==> src/rtl/srm_pkg.sv <==
package srm_pkg;
   typedef enum int {
      DET_EQ  = 0,
      DET_PLL = 1
   } det_sel_e;

   localparam int DET_COUNT = 2;
endpackage

==> src/rtl/srm_run_tracker.sv <==
module srm_run_tracker #(
   parameter int RUN_W = 8
) (
   input  logic             clk,
   input  logic             rst_n,
   input  logic             clr,
   input  logic             bit_vld,
   input  logic             bit_in,
   output logic [RUN_W-1:0] run_len_q,
   output logic [RUN_W-1:0] run_len_d,
   output logic             level_q,
   output logic             end_evt,
   output logic [RUN_W-1:0] end_len,
   output logic             end_lvl
);
   localparam logic [RUN_W-1:0] SAT = {RUN_W{1'b1}};

   logic level_d;
   logic started;

   assign started = (run_len_q != '0);
   assign end_len = run_len_q;
   assign end_lvl = level_q;

   always_comb begin
      run_len_d = run_len_q;
      level_d   = level_q;
      end_evt   = 1'b0;
      if (clr) begin
         run_len_d = '0;
         level_d   = 1'b0;
      end else if (bit_vld) begin
         if (started && (bit_in == level_q)) begin
            run_len_d = (run_len_q == SAT) ? SAT : run_len_q + 1'b1;
         end else begin
            end_evt   = started;
            run_len_d = {{(RUN_W-1){1'b0}}, 1'b1};
            level_d   = bit_in;
         end
      end
   end

   always_ff @(posedge clk or negedge rst_n) begin
      if (!rst_n) begin
         run_len_q <= '0;
         level_q   <= 1'b0;
      end else begin
         run_len_q <= run_len_d;
         level_q   <= level_d;
      end
   end
endmodule

==> src/rtl/srm_run_stats.sv <==
module srm_run_stats #(
   parameter int RUN_W     = 8,
   parameter int RUN_LIMIT = 26
) (
   input  logic             clk,
   input  logic             rst_n,
   input  logic             clr,
   input  logic [RUN_W-1:0] run_len_d,
   output logic [RUN_W-1:0] max_q,
   output logic             over_q
);
   localparam logic [RUN_W-1:0] LIMIT = RUN_W'(RUN_LIMIT);

   always_ff @(posedge clk or negedge rst_n) begin
      if (!rst_n) begin
         max_q  <= '0;
         over_q <= 1'b0;
      end else if (clr) begin
         max_q  <= '0;
         over_q <= 1'b0;
      end else begin
         if (run_len_d > max_q) max_q <= run_len_d;
         if (run_len_d > LIMIT) over_q <= 1'b1;
      end
   end
endmodule

==> src/rtl/srm_pattern_det.sv <==
module srm_pattern_det #(
   parameter int RUN_W     = 8,
   parameter int LONG_LEN  = 19,
   parameter int SHORT_LEN = 1,
   parameter int REPEATS   = 8
) (
   input  logic             clk,
   input  logic             rst_n,
   input  logic             clr,
   input  logic             end_evt,
   input  logic [RUN_W-1:0] end_len,
   input  logic             end_lvl,
   output logic             det_q,
   output logic             pol_q
);
   localparam int CNT_W = $clog2(REPEATS + 1);
   localparam logic [CNT_W-1:0] CNT_MAX = CNT_W'(REPEATS);
   localparam logic [RUN_W-1:0] L_LEN = RUN_W'(LONG_LEN);
   localparam logic [RUN_W-1:0] S_LEN = RUN_W'(SHORT_LEN);

   logic             armed_q, armed_d;
   logic             long_lvl_q, long_lvl_d;
   logic             seq_pol_q, seq_pol_d;
   logic [CNT_W-1:0] cnt_q, cnt_d;
   logic             det_d, pol_d;

   always_comb begin
      armed_d    = armed_q;
      long_lvl_d = long_lvl_q;
      seq_pol_d  = seq_pol_q;
      cnt_d      = cnt_q;
      det_d      = det_q;
      pol_d      = pol_q;
      if (clr) begin
         armed_d    = 1'b0;
         long_lvl_d = 1'b0;
         seq_pol_d  = 1'b0;
         cnt_d      = '0;
         det_d      = 1'b0;
         pol_d      = 1'b0;
      end else if (end_evt) begin
         if (armed_q && (end_len == S_LEN)) begin
            armed_d   = 1'b0;
            seq_pol_d = long_lvl_q;
            if ((cnt_q == '0) || (seq_pol_q != long_lvl_q))
               cnt_d = {{(CNT_W-1){1'b0}}, 1'b1};
            else if (cnt_q != CNT_MAX)
               cnt_d = cnt_q + 1'b1;
            if ((cnt_d == CNT_MAX) && !det_q) begin
               det_d = 1'b1;
               pol_d = long_lvl_q;
            end
         end else if (end_len == L_LEN) begin
            armed_d    = 1'b1;
            long_lvl_d = end_lvl;
            if (armed_q) cnt_d = '0;
         end else begin
            armed_d = 1'b0;
            cnt_d   = '0;
         end
      end
   end

   always_ff @(posedge clk or negedge rst_n) begin
      if (!rst_n) begin
         armed_q    <= 1'b0;
         long_lvl_q <= 1'b0;
         seq_pol_q  <= 1'b0;
         cnt_q      <= '0;
         det_q      <= 1'b0;
         pol_q      <= 1'b0;
      end else begin
         armed_q    <= armed_d;
         long_lvl_q <= long_lvl_d;
         seq_pol_q  <= seq_pol_d;
         cnt_q      <= cnt_d;
         det_q      <= det_d;
         pol_q      <= pol_d;
      end
   end
endmodule

==> src/rtl/srm_top.sv <==
module srm_top #(
   parameter int RUN_W     = 8,
   parameter int RUN_LIMIT = 26,
   parameter int EQ_LONG   = 19,
   parameter int EQ_SHORT  = 1,
   parameter int PLL_LONG  = 20,
   parameter int PLL_SHORT = 20,
   parameter int REPEATS   = 8
) (
   input  logic             clk,
   input  logic             rst_n,
   input  logic             clr,
   input  logic             bit_vld,
   input  logic             bit_in,
   output logic [RUN_W-1:0] cur_run,
   output logic             cur_level,
   output logic [RUN_W-1:0] max_run,
   output logic             over_limit,
   output logic             eq_det,
   output logic             eq_pol,
   output logic             pll_det,
   output logic             pll_pol
);
   import srm_pkg::*;

   localparam int SAT_VAL = (1 << RUN_W) - 1;

   if (RUN_W < 2 || RUN_W > 16) begin : g_bad_width
      $error("srm_top: RUN_W must be within 2..16");
   end
   if (REPEATS < 1) begin : g_bad_rep
      $error("srm_top: REPEATS must be at least 1");
   end
   if (EQ_LONG >= SAT_VAL || PLL_LONG >= SAT_VAL || RUN_LIMIT >= SAT_VAL) begin : g_bad_len
      $error("srm_top: pattern lengths and limit must stay below saturation");
   end
   if (EQ_SHORT < 1 || PLL_SHORT < 1 || EQ_SHORT >= SAT_VAL || PLL_SHORT >= SAT_VAL) begin : g_bad_short
      $error("srm_top: short run lengths must be within 1..saturation-1");
   end

   logic [RUN_W-1:0] run_len_d;
   logic             end_evt;
   logic [RUN_W-1:0] end_len;
   logic             end_lvl;
   logic [DET_COUNT-1:0] det_vec;
   logic [DET_COUNT-1:0] pol_vec;

   srm_run_tracker #(.RUN_W(RUN_W)) u_track (
      .clk       (clk),
      .rst_n     (rst_n),
      .clr       (clr),
      .bit_vld   (bit_vld),
      .bit_in    (bit_in),
      .run_len_q (cur_run),
      .run_len_d (run_len_d),
      .level_q   (cur_level),
      .end_evt   (end_evt),
      .end_len   (end_len),
      .end_lvl   (end_lvl)
   );

   srm_run_stats #(.RUN_W(RUN_W), .RUN_LIMIT(RUN_LIMIT)) u_stats (
      .clk       (clk),
      .rst_n     (rst_n),
      .clr       (clr),
      .run_len_d (run_len_d),
      .max_q     (max_run),
      .over_q    (over_limit)
   );

   for (genvar gi = 0; gi < DET_COUNT; gi++) begin : g_det
      localparam int LNG = (gi == int'(DET_EQ)) ? EQ_LONG  : PLL_LONG;
      localparam int SHT = (gi == int'(DET_EQ)) ? EQ_SHORT : PLL_SHORT;
      srm_pattern_det #(
         .RUN_W     (RUN_W),
         .LONG_LEN  (LNG),
         .SHORT_LEN (SHT),
         .REPEATS   (REPEATS)
      ) u_det (
         .clk     (clk),
         .rst_n   (rst_n),
         .clr     (clr),
         .end_evt (end_evt),
         .end_len (end_len),
         .end_lvl (end_lvl),
         .det_q   (det_vec[gi]),
         .pol_q   (pol_vec[gi])
      );
   end

   assign eq_det  = det_vec[int'(DET_EQ)];
   assign eq_pol  = pol_vec[int'(DET_EQ)];
   assign pll_det = det_vec[int'(DET_PLL)];
   assign pll_pol = pol_vec[int'(DET_PLL)];
endmodule

==> config.mk <==
export PLATFORM = sky130hd
export DESIGN_NAME = srm_top
export DESIGN_NICKNAME = d
export VERILOG_FILES = /design/src/rtl/srm_pkg.sv /design/src/rtl/srm_run_tracker.sv /design/src/rtl/srm_run_stats.sv /design/src/rtl/srm_pattern_det.sv /design/src/rtl/srm_top.sv
export SDC_FILE = /design/constraint.sdc
export NUM_CORES = 1
export LEC_CHECK = 0
export BUFFER_PORTS_ARGS = -buffer_cell sky130_fd_sc_hd__buf_2
export CAP_MARGIN = 20
export CORE_UTILIZATION = 30
export CTS_CLUSTER_DIAMETER = 150
export DETAILED_ROUTE_END_ITERATION = 12
export PLACE_DENSITY = 0.47
export SLEW_MARGIN = 20
export SYNTH_ARGS = -nofsm -noshare
export SYNTH_HDL_FRONTEND = slang
export SYNTH_HIERARCHICAL = 1
export SYNTH_SLANG_ARGS = --single-unit
==> constraint.sdc <==
create_clock -name clk -period 3 [get_ports clk]
set_input_delay 0.6 -clock clk [delete_from_list [all_inputs] [get_ports clk]]
set_output_delay 0.6 -clock clk [all_outputs]
set_load 0.005 [all_outputs]
==> impl_summary.md, run 1 <==
STA
The relative slew slack is 43.4%. Setup violations remaining at the end of the flow were counted as 8. At the pin with the least slew margin, the transition time is 0.848 ns. The count of final hold-check violations was 0. The clock skew after layout is 0.00977 ns. Setup repair after global routing could not meet its margin everywhere. The number of slew-limit violations in the final report is 0. After layout, the minimum clock period comes to just over 3 ns.

For this run, the top clock speed supported by timing is between 300 and 400 MHz. The minimum setup slack in the final design is -0.118 ns. Of the available clock period, the critical path in the final layout requires 104%. Summed over all failing endpoints, the final setup total negative slack is -0.880 ns.

Global route
The first global-routing pass estimated 11000 um of wire. The number of antenna violations at the first check in global routing is 0. Global routing used ~16% of the available tracks across all layers.

The remaining global-route overflow is 0. The number of global-route vias before repair is roughly 2200. The maximum number of pins on one net before global-route repair is 37.

Critical path
In this run the worst path has a maximum fanout of 10. Traced cell by cell, the critical path runs through inv_2 -> ha_1 -> or4b_4 -> o41a_4 -> o31ai_2 -> a211oi_2 -> ha_1 -> a211o_1 -> a21oi_4 -> buf_12 -> nor3_4 -> a221o_1. The critical path capture point type is a flip-flop. By instance count, the cell type seen most on the critical path is sky130_fd_sc_hd__ha_1. The critical path is of the flip-flop to flip-flop type. Data on the critical path is required at its endpoint by between 3 and 4 ns. The slowest cell on the critical path is sky130_fd_sc_hd__or4b_4. STA classifies the critical path startpoint as a flip-flop.

The largest single stage delay on the critical path is about 0.46 ns. Data arrives at the worst endpoint at between 3 and 4 ns.

Finish
0 antenna diodes ended up in the layout. The layout overhead on the synthesized area is 26.6%. The layout cell share with drive strength beyond 1 is 35.8%. The final layout contains 345 nets.

Synthesis
The netlist uses 64 different library cells. Summing the sequential cell areas from Yosys gives a little over a third of the chip area. The synthesized area divided by synthesized cell count is 9.58 um^2. Counting flops with an async set or reset pin after synthesis yields a share of 100%. The prevailing post-synth register cell is sky130_fd_sc_hd__dfrtp_1. The post-synthesis instance total is between 200 and 300. In this run the cell area of the synthesized design comes to 2580 um^2. The post-synthesis net count is 288. The synthesized design contains 0 enable-type register cells. The number of warning messages in the yosys log is 6. The synthesized design contains 36 register bits.

Floorplan
In this run the core area contains 33 standard-cell rows. The initial cell density of the core is 31.2%. The horizontal die dimension is 94.7 um. During I/O placement, the number of pins put on the boundary was 27. After floorplanning, the core was sized to cover 8260 um^2. The die covers around 9000 um^2. The die is 94.7 um tall.

Clocking
The post-CTS clock slew at the launch and capture registers of the worst setup and hold paths is roughly 0.080 ns. In this run the number of H-tree levels came out at 2. The root buffer cell chosen for the clock tree is sky130_fd_sc_hd__clkbuf_8. The number of buffers on the longest clock path is 2. The number of clock buffers inserted by TritonCTS is 5. Clock latency on the worst-skew pair, taken at its later pin, is around 0.29 ns. TritonCTS built the clock tree.

The number of clock sinks seen by CTS is 36.

Detailed routing
The average via count per standard cell is 5.32. Summing over every cut layer, the via total after detailed routing is about 2300. The first-iteration detailed-routing DRC count is 90.

The final layout contains routed wiring with a total length of 6660 um. The count of antenna-violating nets left after detailed routing is 0. The detailed-route wire length per cell is 15.4 um. The first-pass detailed-route iteration total is 4. In the routed design, unresolved DRC markers number 0.

Power and ir drop
In this run the static leakage power is 1.45 nW. The worst-case IR drop observed on VDD is 0.000117 V. Power spread over the standard cell area amounts to between 300 and 400 nW/um^2.

Run
The tool flagged a number of max-cap violations equal to 0.

Placed design
Before CTS, the worst setup slack after placement is -0.315 ns. In this run the tool buffered the top-level ports with 26 buffer cells. The half-perimeter wire length after detailed placement is 4930 um. The routability congestion estimate is 0.776.

Run status
The checks that failed: setup timing. The run finished, with violations left.

Min path
The tightest min-delay check is of the input pin to async pin type.
[routing by layer]
layer  part of all wire (%)  global-route usage [%]  up-vias
met2                     49                    27.0       37
li1                       -                       -     1131
met5                      0                       0        -
met3                    3.4                    3.86        4
met4                   0.47                    3.54        0
met1                     47                    19.8     1125
[per-stage QoR]
step	std cells	cell area, um^2	utilization [%]	power (mW)	hold slack, ns
3_5_place_dp	421	3040	36.8	0.632	0.513
5_1_grt	432	3260	39.5	1.05	0.472
4_1_cts	431	3210	38.9	1.00	0.449
3_3_place_gp	421	3040	36.8	0.633	0.499
2_1_floorplan	269	2600	-	0.580	0.304
6_report	432	3260	39.5	0.995	0.409
[cells in the mapped netlist (all sizes together), types with 2 or more instances]
cell     number  area [um^2]
or4b          2         23.8
nand3        10         50.1
a41oi         4         42.6
nand2        12         45.0
nand4        14         87.6
a21oi        20          115
nor3          6         51.3
nor2         20         93.8
a221o         8         80.1
o211ai        8         60.1
and4          3         27.5
ha           14          175
xor2          4         35.0
nor4b         4         65.1
a21o          3         22.5
mux2i         5         50.1
inv          21         78.8
buf          13         98.8
o22ai         2         12.5
a211oi        5         37.5
nor3b         2         15.0
clkbuf        2         7.51
and4bb        2         25.0
o21a          3         22.5
nand2b        5         31.3
or2           2         12.5
dfrtp        36          901
o21bai        2         15.0
o21ai         9         45.0
o31ai         3         22.5
a2111oi       2         17.5
nor2b         4         25.0
nor4          2         12.5
[logic make-up after synthesis]
logic type,share of synthesized area (%)
and+or+nand+nor,23.5
AOI/OAI and AO/OA,23.9
buffers and inverters,7.18
DFF,35.0
adders and majority gates,6.80
xor gates and xnor gates,1.70
muxes,1.94
[report_power, final]
part	internal (mW)	leakage, nW	total, mW	switching, mW
Combinational	0.0624	0.901	0.153	0.0905
Clock	0.162	0.0479	0.349	0.187
Sequential	0.489	0.498	0.493	0.00390
Total	0.713	1.45	0.995	0.282
[worst max-delay path: cells and delay by family, from the launching register on]
family                     cells  cell delay, ns
DFF                            1            0.41
and+or+nand+nor                2            0.53
AOI/OAI and AO/OA              6            1.41
adders and majority gates      2            0.43
buffers and inverters          2            0.21
[state kept, by name (all words and copies together), names as in the netlist]
signal,count
u_track/end_len,8
u_track/end_lvl,1
u_stats/max_q,8
g_det.u_det/cnt_q,8
g_det.u_det/armed_q,2
g_det.u_det/long_lvl_q,2
g_det.u_det/det_q,2
g_det.u_det/seq_pol_q,2
g_det.u_det/pol_q,2
u_stats/over_q,1
[area by class of cell]
| class | count | area [um^2] |
|---|---|---|
| Fill cell | 838 | 5000 |
| Multi-Input combinational cell | 197 | 1620 |
| Sequential cell | 36 | 903 |
| Timing Repair Buffer | 65 | 443 |
| Tap cell | 105 | 131 |
| Inverter | 21 | 78.8 |
| Clock buffer | 5 | 68.8 |
| Clock inverter | 3 | 18.8 |
[layout by cell type (no fill, tap or decap), types with 3 or more instances in the layout]
| cell type | instances |
|---|---|
| sky130_fd_sc_hd__mux2i_1 | 5 |
| sky130_fd_sc_hd__nor2_1 | 18 |
| sky130_fd_sc_hd__dfrtp_1 | 34 |
| sky130_fd_sc_hd__ha_1 | 12 |
| sky130_fd_sc_hd__o211ai_1 | 8 |
| sky130_fd_sc_hd__o21a_1 | 3 |
| sky130_fd_sc_hd__nand3_1 | 10 |
| sky130_fd_sc_hd__o21ai_0 | 6 |
| sky130_fd_sc_hd__inv_1 | 19 |
| sky130_fd_sc_hd__nand2b_1 | 5 |
| sky130_fd_sc_hd__a211oi_1 | 3 |
| sky130_fd_sc_hd__a221o_1 | 8 |
| sky130_fd_sc_hd__nand2_1 | 10 |
| sky130_fd_sc_hd__buf_2 | 26 |
| sky130_fd_sc_hd__xor2_1 | 4 |
| sky130_fd_sc_hd__a21oi_1 | 18 |
| sky130_fd_sc_hd__clkbuf_8 | 5 |
| sky130_fd_sc_hd__nor3_4 | 3 |
| sky130_fd_sc_hd__nand4_1 | 14 |
| sky130_fd_sc_hd__nor3_1 | 3 |
| sky130_fd_sc_hd__buf_4 | 36 |
| sky130_fd_sc_hd__a41oi_1 | 3 |
[path summary, 6_finish.rpt]
check,end,depth (start not counted),from,slack [ns]
setup / recovery,u_stats/max_q[3]$_DFFE_PN0P_,12,u_track/end_len[0]$_DFF_PN0_,-0.12
hold / removal,g_det[1].u_det/cnt_q[1]$_DFFE_PN0P_,1,rst_n,0.41
setup reg to reg,u_stats/max_q[3]$_DFFE_PN0P_,12,u_track/end_len[0]$_DFF_PN0_,-0.12
hold reg to reg,g_det[0].u_det/det_q$_DFFE_PN0P_,2,g_det[0].u_det/det_q$_DFFE_PN0P_,0.52
max in group asynchronous,u_track/end_len[0]$_DFF_PN0_,1,rst_n,2.00
min in group clk,g_det[0].u_det/det_q$_DFFE_PN0P_,2,g_det[0].u_det/det_q$_DFFE_PN0P_,0.52
[timing repair]
item | in CTS | in global routing
hold buffers | 0 | 0
gates cloned | 0 | 0
buffers inserted | 2 | 1
endpoints found under the setup margin | 8 | 8
resized for setup | 18 | 8
pin swaps | 5 | 5
Power figures use the tool's default switching activity.
==> inputs of run 2 (changes only) <==
--- a/config.mk
+++ b/config.mk
@@ -7,10 +7,11 @@
 export LEC_CHECK = 0
 export BUFFER_PORTS_ARGS = -buffer_cell sky130_fd_sc_hd__buf_2
 export CAP_MARGIN = 20
+export CORE_MARGIN = 3
 export CORE_UTILIZATION = 30
 export CTS_CLUSTER_DIAMETER = 150
 export DETAILED_ROUTE_END_ITERATION = 12
-export PLACE_DENSITY = 0.47
+export PLACE_DENSITY_LB_ADDON = 0.15
 export SLEW_MARGIN = 20
 export SYNTH_ARGS = -nofsm -noshare
 export SYNTH_HDL_FRONTEND = slang
==> run 2 against run 1 <==
  * The flow still finishes with violations (setup timing)
  * Via count hardly changed
  * Critical path depth unchanged
  * Total power grew 9.0%
  * Critical path type unchanged
  * Largest power group unchanged
==> impl_summary.md, run 2 (synthesis results as in run 1) <==
Run status
The run finished, with violations left. The checks that failed: setup timing.

Global route
The first global-routing pass estimated 11600 um of wire. Entering global routing, the biggest net connects 37 pins. The number of global-route vias before repair is 2314. The number of antenna violations at the first check in global routing came to 0. Global routing consumed, over all layers together, 14.6% of the routing resources.

The remaining global-route overflow is 0.

Placed design
Once placement completed, the tool counted placed cells totaling 422. The count of buffers from port buffering is 26. Detailed placement finished with a half-perimeter wire length of 5020 um. The congestion estimate from routability-driven global placement came to 0.791.

After detailed placement, the total cell area comes to 3040 um^2.

Floorplan
For this configuration, the core starts out at a cell density of 31.1%. The placeable core region is ~8300 um^2. The number of placement rows is 33. The die is just under 100 um wide.

The chip height is 98.7 um. The full die area is 9740 um^2. The top-level port count is 27.

Power and ir drop
The leakage power figure is 1.47 nW. The proportion of power drawn by the clock network is 40.2%. Power spread over the standard cell area amounts to approximately 330 nW/um^2. The cell-internal power is 0.799 mW. The fraction of power spent switching nets is 26.4%. The worst ir drop on vdd is 0.000186 V. The fraction of power consumed by combinational cells is 14.3%. In this run the power spent charging and discharging nets is ~0.29 mW.

Registers are responsible for 45.5% of the overall power.

Run
The reported max-cap violation count is 0.

Clocking
The post-CTS clock slew at the launch and capture registers of the worst setup and hold paths is 0.09 ns. The source-to-sink clock delay at the later pin of the worst-skew pair is about 0.29 ns. After clock tree synthesis, the flow added hold-fix buffers numbering 0. The clock passes through at most 2 buffers. CTS placed an instance of sky130_fd_sc_hd__clkbuf_8 at the clock tree root. Clock tree synthesis found a total of 36 sinks. The TritonCTS clock tree is done.

In this run, CTS created clock tree buffers numbering 5. The H-tree was split into 2 levels.

Critical path
The slack of the worst reg-to-reg path is -0.20 ns. STA classifies the critical path startpoint as a flip-flop. STA classifies the critical path endpoint as a flip-flop.

Along the worst path, the maximum fanout reaches 8. For the worst setup path, the data required time is approximately 3.2 ns. The worst register-to-register path ends at u_stats/max_q[6]$_DFFE_PN0P_. STA puts the critical path data arrival time at 3.38 ns.

The startpoint identified for the worst register-to-register timing path is u_track/end_len[0]$_DFF_PN0_. The worst setup path is of the flip-flop to flip-flop kind. The worst register-to-register path has a depth of 12.

Finish
The number of filler instances in the final layout is 843. The multi-input gate area in the final layout is ~1600 um^2. From synthesis to final layout, the design area changed by 28.5%. The total inserted antenna cells is 0.

The final cell count without fillers is 435. The cell area after layout is roughly 3300 um^2. The layout cell share with drive strength beyond 1 is 35.5%. The most frequent standard cell in the layout excluding fill and tap cells is sky130_fd_sc_hd__buf_4. Leaving out fill and tap cells, the most frequent cells in the layout are sky130_fd_sc_hd__buf_4 (39), sky130_fd_sc_hd__dfrtp_1 (34), sky130_fd_sc_hd__buf_2 (26). The number of nets in the final layout is 348. The flip-flop and latch area is 903 um^2.

STA
Setup repair after global routing could not meet its margin everywhere. The final setup violation count is 8. The worst path uses 107% of the clock period.

The slew at the pin with the worst max-slew slack is 0.882 ns. Derived from the worst setup path, the maximum achievable clock frequency is roughly 310 MHz. The relative slew slack is 41.2%. The smallest clock period supported by the final layout is computed as 3.20 ns.

The number of slew-limit violations in the final report is 0. The count of final hold-check violations was 0. The clock arrives with ~0.013 ns of skew. In the post-route analysis, the smallest setup slack over all paths is -0.202 ns.

Detailed routing
The total vias in the final route is around 2300. In this run the remaining antenna-violating nets after routing total 0. The pre-antenna-repair detailed-routing pass consisted of 4 iterations. The count of unresolved DRC violations after routing is 0.

Dividing the detail-routed via count by the number of cells gives 5.29. For this block, the initial DRC count from the detailed router was 128. Summed over all layers, the routed wires come to 6870 um. Dividing the detail-routed wire length by the instance count gives 15.8 um.

Min path
The path category of the worst min-delay check is input pin to async pin.
==> run 2: power groups by stage <==
stage	registers, mW	clock network (mW)	logic [mW]
finish	0.493	0.436	0.156
global route	0.494	0.479	0.169
CTS	0.493	0.450	0.157
detailed placement	0.502	0	0.134
global placement	0.502	0	0.134
floorplan	0.504	0	0.0759
==> run 2: stage by stage <==
stage	utilization (%)	power [mW]	setup slack (ns)	TNS, ns	hold slack (ns)
finish	39.9	1.08	-0.202	-1.45	0.421
global route	39.9	1.14	-0.306	-2.34	0.482
CTS	40.1	1.10	-0.225	-1.83	0.445
detailed placement	36.7	0.635	-0.299	-2.35	0.505
global placement	36.7	0.636	-0.315	-2.50	0.504
floorplan	-	0.580	-0.105	-0.843	0.304
==> run 2: layout make-up <==
class | instances | area share (%)
multi-input cells | 197 | 48.8
well taps | 105 | 3.97
clock inverters | 2 | 1.06
flip-flops and latches | 36 | 27.3
inverters | 21 | 2.38
clock buffers | 6 | 2.19
repair buffers | 68 | 14.3
==> run 2: routing by layer <==
layer  track usage [%]  up-vias  share of wire (%)
li1                  -     1136                  -
met3              3.04        6                3.3
met2              24.2       42                 47
met1              19.5     1115                 49
met4              3.68        0               0.58
met5                 0        -                  0
==> run 2: worst max path at each step <==
stage | startpoint | endpoint | slack (ns) | depth (start not counted)
after floorplan | u_track/end_len[1]$_DFF_PN0_ | u_stats/max_q[0]$_DFFE_PN0P_ | -0.11 | 11
after global placement | u_track/end_len[0]$_DFF_PN0_ | u_stats/max_q[6]$_DFFE_PN0P_ | -0.32 | 13
after detailed placement | u_track/end_len[0]$_DFF_PN0_ | u_stats/max_q[6]$_DFFE_PN0P_ | -0.30 | 13
after CTS | u_track/end_len[0]$_DFF_PN0_ | u_stats/max_q[6]$_DFFE_PN0P_ | -0.22 | 14
after global routing | u_track/end_len[0]$_DFF_PN0_ | u_stats/max_q[6]$_DFFE_PN0P_ | -0.31 | 12
final | u_track/end_len[0]$_DFF_PN0_ | u_stats/max_q[6]$_DFFE_PN0P_ | -0.20 | 12
==> run 2: what timing repair did <==
action	CTS	global route
pin swaps	8	4
cloned	1	0
buffers inserted	9	0
setup endpoints to repair	8	9
resized for setup	15	8
==> run 2: worst max-delay path, cell delays in order (launching register included) <==
cell	delay, ns
sky130_fd_sc_hd__dfrtp_2	0.41
sky130_fd_sc_hd__inv_2	0.08
sky130_fd_sc_hd__ha_4	0.12
sky130_fd_sc_hd__or4b_4	0.47
sky130_fd_sc_hd__o41a_4	0.43
sky130_fd_sc_hd__o31ai_4	0.08
sky130_fd_sc_hd__a211oi_2	0.11
sky130_fd_sc_hd__ha_1	0.31
sky130_fd_sc_hd__a211o_1	0.30
sky130_fd_sc_hd__a21oi_4	0.21
sky130_fd_sc_hd__buf_12	0.15
sky130_fd_sc_hd__nor3_4	0.07
sky130_fd_sc_hd__a221o_1	0.33
==> inputs of run 3 (changes only) <==
--- a/config.mk
+++ b/config.mk
@@ -12,6 +12,7 @@
 export CTS_CLUSTER_DIAMETER = 150
 export DETAILED_ROUTE_END_ITERATION = 12
 export PLACE_DENSITY_LB_ADDON = 0.15
+export SKIP_LAST_GASP = 1
 export SLEW_MARGIN = 20
 export SYNTH_ARGS = -nofsm -noshare
 export SYNTH_HDL_FRONTEND = slang
==> constraint.sdc (replaced) <==
create_clock -name clk -period 3.66 [get_ports clk]
set_input_delay 0.732 -clock clk [delete_from_list [all_inputs] [get_ports clk]]
set_output_delay 0.732 -clock clk [all_outputs]
set_load 0.005 [all_outputs]
==> run 3 against run 2 <==
  * The run now ends clean
  * Sequential cell count unchanged
  * Sequential power decreased by 18%
  * Register-to-register slack improved by 0.56 ns
  * Critical path depth decreased by 1
  * Via count decreased by 4.0%
  * Clock power decreased by 19%
  * Non-clock buffer count decreased by 26
  * Final cell count decreased by 6.0%
  * First-iteration DRC count decreased by 28%
  * Largest cell class unchanged
  * Largest power group unchanged
==> impl_summary.md, run 3 (synthesis results as in run 1) <==
Global route
The number of global-route vias before repair is approximately 2200. Global routing consumed, on the met3 layer, 2.90% of the routing resources. The met2 capacity usage during global routing is 21.8%. The layer with the highest usage after global routing is met2. The first global-routing pass estimated 11100 um of wire. The maximum number of pins on one net before global-route repair is 37.

The remaining global-route overflow is 0. The number of antenna violations at the first check in global routing came to 0. Global routing used between 10% and 20% of the available tracks.

Global routing consumed, on the met1 layer, 19.7% of the routing resources.

Finish
Cells fill 35.7% of the core in the end. The cell area after layout is 2960 um^2. Cells with a size suffix above 1 make up 23.7% of the layout. 0 antenna diodes ended up in the layout.

The number of filler instances in the final layout is 850. In the layout the commonest cells are sky130_fd_sc_hd__dfrtp_1 (36), sky130_fd_sc_hd__buf_2 (26), sky130_fd_sc_hd__inv_1 (21). The finished layout holds 409 standard cells, fillers aside. The number of nets in the final layout is 322. Leaving out fill and tap cells, the most frequent cell in the layout is sky130_fd_sc_hd__dfrtp_1. From synthesis to final layout, the design area changed by 14.9%.

Critical path
STA puts the critical path data required time at 3.83 ns. The slowest cell on the critical path is sky130_fd_sc_hd__a211oi_1. The largest fanout on the critical path is 10. The critical setup path kind is flip-flop to flip-flop.

In this design, the critical path's most frequently occurring cell is sky130_fd_sc_hd__ha_1. STA puts the critical path data arrival time at 3.47 ns. The worst setup path is captured at a flip-flop. The biggest cell delay along the critical path is 0.38 ns. STA classifies the critical path startpoint as a flip-flop. The critical path goes through buf_4 -> ha_1 -> and4_1 -> and4_2 -> o31ai_1 -> a211oi_1 -> ha_1 -> a211o_1 -> a21oi_4 -> nor3_2 -> a221o_1.

STA
The minimum hold slack is around 0.5 ns. The final setup violation count is 0. The count of final hold-check violations is 0. After routing, the total negative slack on setup checks comes to 0 ns. For this run, the top clock speed supported by timing is 303 MHz. The slew at the pin with the worst max-slew slack is slightly below 0.9 ns.

Setup repair after global routing left no endpoint under its margin. The worst path in the final design needs a cycle of approximately 3.3 ns, including I/O delays and setup. The clock arrives with 0.00632 ns of skew. The final cycle utilization of the critical path is between 90% and 100%.

The relative slew slack is between 40 and 50%. The number of slew-limit violations in the final report is 0. The minimum setup slack in the final design is 0.361 ns.

Detailed routing
The count of antenna-violating nets left after detailed routing is 0. The wire length reported by the detailed router is 6470 um. The first-pass detailed-route iteration total is 4.

After the first detailed-routing iteration, the DRC count stood at 92. The average via count per standard cell is around 5.4. The detailed-route wire length per cell is 15.8 um. The count of unresolved DRC violations after routing is 0. The final route contains ~2200 vias.

Clocking
The number of clock buffers inserted by TritonCTS is 5. The number of gates given a new drive strength after cts is 0. The count of hold buffers inserted by post-cts repair is 0. The post-CTS setup repair buffer count is 0. The deepest level of the CTS H-tree is 2. The root buffer cell chosen for the clock tree is sky130_fd_sc_hd__clkbuf_8.

The post-CTS clock slew at the launch and capture registers of the worst setup and hold paths is 0.08 ns. The number of buffers on the longest clock path is 2. TritonCTS built the clock tree. The number of clock sinks seen by CTS is 36. The later pin in the worst-skew pair is clocked with a latency of 0.28 ns.

Run status
The run finished with clean final reports.

Placed design
The total placed cells including tap cells is 401. The routability congestion estimate is between 0.7 and 0.8. The post-place setup slack is roughly 0.27 ns. The half-perimeter wire length after detailed placement is roughly 4800 um. The instance area after placement is about 2900 um^2.

The count of buffers from port buffering is 26.

Power and ir drop
The leakage power figure is 1.30 nW. Overall power consumption after layout is estimated at between 0.8 and 0.9 mW. VDD sags by at most 0.000147 V.

In this run the power density over the cells is ~290 nW/um^2.

Floorplan
Once the floorplan was initialized, standard cells occupied 31.1% of the core. During I/O placement, the number of pins put on the boundary was 27. The full die area is 9740 um^2. The placeable core region is 8300 um^2. The number of placement rows is 33. From bottom edge to top edge, the die measures about 100 um. In this run the horizontal extent of the chip is 98.7 um.

Min path
The path category of the worst min-delay check is flip-flop to flip-flop.

Run
The tool flagged a number of max-cap violations equal to 0.
## run 3: changes by cell type in the layout (fill, tap and decap cells not counted), sizes merged
cell / delta
buf: -26
## run 3: worst paths after layout
kind	from	cells after the start	slack, ns	end
worst min-delay path	g_det[0].u_det/det_q$_DFFE_PN0P_	2	0.51	g_det[0].u_det/det_q$_DFFE_PN0P_
min in group asynchronous	rst_n	1	0.56	g_det[1].u_det/cnt_q[1]$_DFFE_PN0P_
worst min register to register	g_det[0].u_det/det_q$_DFFE_PN0P_	2	0.51	g_det[0].u_det/det_q$_DFFE_PN0P_
worst max register to register	u_track/end_len[1]$_DFF_PN0_	11	0.36	u_stats/max_q[6]$_DFFE_PN0P_
worst max-delay path	u_track/end_len[1]$_DFF_PN0_	11	0.36	u_stats/max_q[6]$_DFFE_PN0P_
max in group asynchronous	rst_n	1	2.55	g_det[0].u_det/cnt_q[3]$_DFFE_PN0P_
## run 3: per-layer routing
layer  up-vias  part of all wire, %
met5         -                    0
met4         0                 0.97
met3         6                  3.9
met2        47                   45
met1      1064                   50
li1       1089                    -
## run 3: worst max-delay path: cells and delay by family, from the launching register on
kind / cells / cell delay, ns
flops: 1 / 0.34
fa+ha+maj: 2 / 0.51
simple gates: 3 / 0.75
compound gates: 5 / 1.39
buf+inv: 1 / 0.19
## run 3: final cells by class
type                    count  area (um^2)  area share [%]
multi-input cells         197         1490            50.4
flip-flops and latches     36          901            30.4
repair buffers             42          250            8.45
well taps                 105          131            4.44
inverters                  21         78.8            2.66
clock buffers               6         72.6            2.45
clock inverters             2         35.0            1.18
## run 3: where the power goes
group / switching, mW / internal [mW] / leakage [nW]
clock: 0.149 / 0.202 / 0.0552
sequential: 0.00304 / 0.401 / 0.501
combinational: 0.0630 / 0.0302 / 0.745
